==> src/rtl/rst_seq_pkg.sv <==
package rst_seq_pkg;

    localparam int SRC_W     = 8;
    localparam int EXT_BIT   = 0;
    localparam int POR_BIT   = 1;
    localparam int FORCE_BIT = 4;

    typedef enum logic [1:0] {
        ST_LOW = 2'd0,
        ST_POR = 2'd1,
        ST_EXT = 2'd2,
        ST_RUN = 2'd3
    } seq_state_t;

    typedef enum logic [1:0] {
        EV_NONE     = 2'd0,
        EV_POWER    = 2'd1,
        EV_EXT      = 2'd2,
        EV_POR_DONE = 2'd3
    } seq_evt_t;

    typedef struct packed {
        logic por;
        logic ext;
    } src_flags_t;

    function automatic logic [SRC_W-1:0] pack_src(src_flags_t f);
        logic [SRC_W-1:0] v;
        v          = '0;
        v[POR_BIT] = f.por;
        v[EXT_BIT] = f.ext;
        return v;
    endfunction

endpackage

==> src/rtl/rst_seq_sync.sv <==
module rst_seq_sync #(
    parameter int STAGES = 2
) (
    input  logic clk,
    input  logic rst,
    input  logic d_async,
    output logic q_sync
);
    logic [STAGES-1:0] chain;

    generate
        for (genvar i = 0; i < STAGES; i++) begin : g_stage
            if (i == 0) begin : g_first
                always_ff @(posedge clk) begin
                    if (rst) chain[0] <= 1'b0;
                    else     chain[0] <= d_async;
                end
            end else begin : g_next
                always_ff @(posedge clk) begin
                    if (rst) chain[i] <= 1'b0;
                    else     chain[i] <= chain[i-1];
                end
            end
        end
    endgenerate

    assign q_sync = chain[STAGES-1];
endmodule

==> src/rtl/rst_seq_fsm.sv <==
module rst_seq_fsm
    import rst_seq_pkg::*;
#(
    parameter int POR_CYCLES = 15000,
    parameter int EXT_CYCLES = 4
) (
    input  logic       clk,
    input  logic       rst,
    input  logic       supply_ok,
    input  logic       ext_req,
    input  logic       force_req,
    output seq_state_t state,
    output seq_evt_t   evt
);
    localparam int MAXC  = (POR_CYCLES > EXT_CYCLES) ? POR_CYCLES : EXT_CYCLES;
    localparam int CNT_W = (MAXC > 1) ? $clog2(MAXC + 1) : 1;
    localparam logic [CNT_W-1:0] POR_LAST = CNT_W'(POR_CYCLES - 1);
    localparam logic [CNT_W-1:0] EXT_LAST = CNT_W'(EXT_CYCLES - 1);

    seq_state_t       st_q, st_d;
    logic [CNT_W-1:0] cnt_q, cnt_d;

    always_comb begin
        st_d  = st_q;
        cnt_d = cnt_q;
        evt   = EV_NONE;
        if (!supply_ok) begin
            st_d  = ST_LOW;
            cnt_d = '0;
            evt   = EV_POWER;
        end else begin
            unique case (st_q)
                ST_LOW: begin
                    st_d  = ST_POR;
                    cnt_d = '0;
                end
                ST_POR: begin
                    if (cnt_q == POR_LAST) begin
                        st_d  = ST_RUN;
                        cnt_d = '0;
                        evt   = EV_POR_DONE;
                    end else begin
                        cnt_d = cnt_q + CNT_W'(1);
                    end
                end
                ST_EXT: begin
                    if (ext_req) begin
                        cnt_d = '0;
                    end else if (cnt_q == EXT_LAST) begin
                        st_d  = ST_RUN;
                        cnt_d = '0;
                    end else begin
                        cnt_d = cnt_q + CNT_W'(1);
                    end
                end
                ST_RUN: begin
                    if (force_req) begin
                        st_d  = ST_POR;
                        cnt_d = '0;
                        evt   = EV_POWER;
                    end else if (ext_req) begin
                        st_d  = ST_EXT;
                        cnt_d = '0;
                        evt   = EV_EXT;
                    end
                end
            endcase
        end
    end

    always_ff @(posedge clk) begin
        if (rst) begin
            st_q  <= ST_LOW;
            cnt_q <= '0;
        end else begin
            st_q  <= st_d;
            cnt_q <= cnt_d;
        end
    end

    assign state = st_q;
endmodule

==> src/rtl/rst_seq_srcreg.sv <==
module rst_seq_srcreg
    import rst_seq_pkg::*;
(
    input  logic             clk,
    input  logic             rst,
    input  seq_evt_t         evt,
    output logic [SRC_W-1:0] src_out,
    output logic             mon_en
);
    src_flags_t flags_q;
    logic       mon_q;

    always_ff @(posedge clk) begin
        if (rst) begin
            flags_q <= '{por: 1'b1, ext: 1'b0};
            mon_q   <= 1'b0;
        end else begin
            unique case (evt)
                EV_POWER:    flags_q.por <= 1'b1;
                EV_EXT:      flags_q     <= '{por: 1'b0, ext: 1'b1};
                EV_POR_DONE: mon_q       <= 1'b1;
                EV_NONE:     ;
            endcase
        end
    end

    assign src_out = pack_src(flags_q);
    assign mon_en  = mon_q;
endmodule

==> src/rtl/rst_seq_top.sv <==
module rst_seq_top
    import rst_seq_pkg::*;
#(
    parameter int POR_CYCLES  = 15000,
    parameter int EXT_CYCLES  = 4,
    parameter int SYNC_STAGES = 2,
    parameter int VEC_W       = 16
) (
    input  logic             clk,
    input  logic             rst,
    input  logic             supply_ok,
    input  logic             ext_rst_req,
    input  logic             sw_wr_en,
    input  logic [SRC_W-1:0] sw_wr_data,
    output logic             rst_n_out,
    output logic [SRC_W-1:0] src_reg,
    output logic             mon_en,
    output logic [VEC_W-1:0] reset_vector
);
    logic       ext_sync;
    logic       force_req;
    seq_state_t state;
    seq_evt_t   evt;
    logic       wr_unused;

    assign force_req = sw_wr_en && sw_wr_data[FORCE_BIT];
    assign wr_unused = ^sw_wr_data;

    rst_seq_sync #(.STAGES(SYNC_STAGES)) u_sync (
        .clk     (clk),
        .rst     (rst),
        .d_async (ext_rst_req),
        .q_sync  (ext_sync)
    );

    rst_seq_fsm #(
        .POR_CYCLES (POR_CYCLES),
        .EXT_CYCLES (EXT_CYCLES)
    ) u_fsm (
        .clk       (clk),
        .rst       (rst),
        .supply_ok (supply_ok),
        .ext_req   (ext_sync),
        .force_req (force_req),
        .state     (state),
        .evt       (evt)
    );

    rst_seq_srcreg u_src (
        .clk     (clk),
        .rst     (rst),
        .evt     (evt),
        .src_out (src_reg),
        .mon_en  (mon_en)
    );

    assign rst_n_out    = (state == ST_RUN);
    assign reset_vector = '0;
endmodule

==> config.mk <==
export PLATFORM = sky130hd
export DESIGN_NAME = rst_seq_top
export DESIGN_NICKNAME = d
export VERILOG_FILES = /design/src/rtl/rst_seq_pkg.sv /design/src/rtl/rst_seq_sync.sv /design/src/rtl/rst_seq_fsm.sv /design/src/rtl/rst_seq_srcreg.sv /design/src/rtl/rst_seq_top.sv
export SDC_FILE = /design/constraint.sdc
export NUM_CORES = 1
export LEC_CHECK = 0
export ABC_AREA = 0
export CORE_AREA = 2 2 64 60
export DETAILED_ROUTE_END_ITERATION = 8
export DIE_AREA = 0 0 66 62
export MAX_ROUTING_LAYER = met4
export PLACE_DENSITY = 0.71
export REMOVE_ABC_BUFFERS = 1
export SYNTH_ARGS = -nofsm -noshare
export SYNTH_HDL_FRONTEND = slang
export SYNTH_SLANG_ARGS = --single-unit
==> constraint.sdc <==
create_clock -name clk -period 7 [get_ports clk]
set_input_delay 1.4 -clock clk [delete_from_list [all_inputs] [get_ports clk]]
set_output_delay 1.4 -clock clk [all_outputs]
set_load 0.005 [all_outputs]
==> metrics.md <==
| Metric | Value |
|---|---|
| Status | finished clean |
| Die H | 62 um |
| Synth Flop Type | dfxtp_1 |
| Startpoint Class | flop |
| Largest net degree at the start of global routing | 12 |
| Share of cells above drive strength 1 | 0.0473 |
| Total Routed Length | 2250 um |
| Routed len/inst | 10.5 um |
| TritonCTS buffer count | 3 |
| Total GRT Usage | 0.122 |
| Worst-path fanout max | 7 |
| WP buf/inv | 1 |
| PnR worst setup slack | 4.10 ns |
| Fin. Hold Viols | 0 |
| CTS root buf | clkbuf_8 |
| Cell with the largest stage delay on the worst path | clkdlybuf4s50_1 |
| Crit path DAT | 1.50 ns |
| Maximum VDD drop | 0.0000808 V |
| ANT cells | 0 |
| Crit path cell chain | ha_1, clkdlybuf4s50_1 |
| Vias in the first global route | 842 |
| Seq/Total Area, Yosys | 0.317 |
| Clock sinks | 21 |
| Post-DP HPWL | 1670 um |
| Post-CTS Setup Inserts | 0 |
| Worst Clk Skew | 0.00445 ns |
| Crit path largest cell delay | 0.55 ns |
| Synth unique cells | 34 |
| Final Cycle Share | 0.414 |
| Syn avg cell area | 8.39 um^2 |
| DRC viols | 0 |
| PortBufs | 9 |
| Synthesized instance count | 158 |
| Clock buffer depth | 2 |
| Maxcap violations | 0 |
| Die Width | 66 um |
| Total design power | 0.221 mW |
| Top-count cell post-synth | buf_4 |
| H-tree lvl count | 1 |
| Worst r2r src | u_fsm.cnt_q[5] |
| Sequential cell area | 420 um^2 |
| Hold/Removal Path Class | reg -> reg |
| Setup violators final | 0 |
| Register bit total from synthesis | 21 |
| Top cells by area, synth | dfxtp_1 32%, buf_4 12%, ha_1 6.6%, xor2_1 6.6%, nand2_1 4.8% |
| Multi-input gate area | 792 um^2 |
| Crit. End Element | output pin |
| Post-Synthesis Cell Area | 1330 um^2 |
| Core region area | 3520 um^2 |
| Fill count | 386 |
| Via count | 1009 |
| Clock slew at the register clock pins of the worst setup and hold paths | 0.07 ns |
| GRT overflow | 0 |
| DRT Pass-1 Iters | 4 |
| Starting Density | 0.376 |
| 1st-iter DRT viols | 67 |
| # nets final | 190 |
| Die ar. | 4090 um^2 |
| Async SR Flop Fraction | 0 |
| Cell class contributing the biggest share of worst-path delay | buffers and inverters |
| Post-CTS Hold Buffers | 0 |
| Peak Freq | 345 MHz |
| Synth Warn # | 0 |
| Worst slack at placement | 3.97 ns |
| CTS tree | built |
| Setup TNS | 0 ns |
| Slew headroom | 0.572 |
| RePlAce Congestion | 0.840 |
| EDFF count, synth | 0 |
| Post-CTS Resized | 0 |
| Antenna violations before repair | 0 |
| Worst setup startpoint | u_fsm.state[0] |
| Post-DRT Antenna Nets | 0 |
| Max-slew violations | 0 |
| Global-route wire length before repair | 3700 um |
| Fin crit period | 2.90 ns |
| Vias per inst | 4.69 |
| Row count | 21 |
| Cell accounting for the most synthesized area | dfxtp_1 |
| Clk Latency, worst-skew pair | 0.26 ns |
| Minimum hold slack | 0.441 ns |
| Slew @ Worst Pin | 0.636 ns |
| Pwr dens | 155 nW/um^2 |
| RSZ-0062 raised after global routing | no |
| Post-synth top cells | 22 x buf_4, 21 x dfxtp_1, 17 x nand2_1, 17 x nor2_1, 10 x xor2_1 |
| Hold path start | u_sync.chain[0] |
| Ports | 39 |
| Post-synth top area share | 0.317 |
| Area added between synthesis and finish | 7.74% |
| Leak Pwr | 0.548 nW |
| CP Class | reg -> out |
| Worst EP required | 5.60 ns |
[metrics by stage]
| stage | instances | area [um^2] | util |
|---|---|---|---|
| 2_1_floorplan | 156 | 1230 | - |
| 3_3_place_gp | 211 | 1380 | 0.393 |
| 3_5_place_dp | 211 | 1380 | 0.393 |
| 4_1_cts | 215 | 1430 | 0.405 |
| 5_1_grt | 215 | 1430 | 0.405 |
| 6_report | 215 | 1430 | 0.405 |
[registers in the layout (all words and copies together), names as in the netlist]
signal         flops
u_sync.q_sync      1
u_sync.chain       1
u_fsm.state        2
u_fsm.cnt_q       14
u_src.mon_en       1
u_src.src_out      2
[path summary, 6_finish.rpt]
kind                            to  slack (ns)  depth (start not counted)
setup / recovery         rst_n_out        4.10                          2
hold / removal       u_sync.q_sync        0.44                          1
setup reg to reg  u_src.src_out[1]        4.32                          6
hold reg to reg      u_sync.q_sync        0.44                          1
[area by class of cell]
cell class	count	share of cell area
Multi-Input combinational cell	129	0.555
Tap cell	46	0.0403
Clock buffer	4	0.0316
Sequential cell	21	0.294
Timing Repair Buffer	9	0.0631
Inverter	6	0.0158
[cell usage in the layout (no fill, tap or decap), drive strengths merged, types with 2 or more instances in the layout]
cell and n:
nor4 3, xnor2 2, dfxtp 21, conb 22
clkbuf 4, nand2 17, o211ai 5, nor2 18
xor2 10, or4 3, and2 2, nand3 5
clkdlybuf4s50 9, or3 2, mux2i 2, ha 7
a21oi 6, nand4 6, and3 3, nor3 3
nor2b 4, inv 6
[logic make-up (layout without fill, tap and decap cells)]
| kind of cell | count (synthesis) | after routing | synth area share |
|---|---|---|---|
| compound gates | 17 | 17 | 0.103 |
| xor+xnor | 12 | 12 | 0.0793 |
| flops | 21 | 21 | 0.317 |
| buf+inv | 29 | 19 | 0.144 |
| mux | 2 | 2 | 0.0151 |
| fa+ha+maj | 7 | 7 | 0.0661 |
| simple gates | 69 | 69 | 0.272 |
| other cells | 1 | 22 | 0.00283 |
[where the power goes]
part           leakage, nW  internal, mW  switching [mW]
Sequential           0.170         0.121         0.00107
Combinational        0.355       0.00776          0.0117
Clock               0.0228        0.0406          0.0395
[routing by layer]
metal | part of all wire | GRT usage | up-vias
met3 | 0.075 | 0.0396 | 5
met5 | 0 | - | -
met4 | 0.0084 | 0.0262 | 0
met1 | 0.51 | 0.162 | 442
met2 | 0.41 | 0.182 | 38
li1 | - | - | 524
[worst register-to-register path, delay by kind of cell (launching register included)]
kind,cells,cell delay (ns)
compound gates,2,0.56
fa+ha+maj,1,0.29
flops,1,0.37
simple gates,3,1.34
No activity file was read; power rests on OpenSTA's default activity.
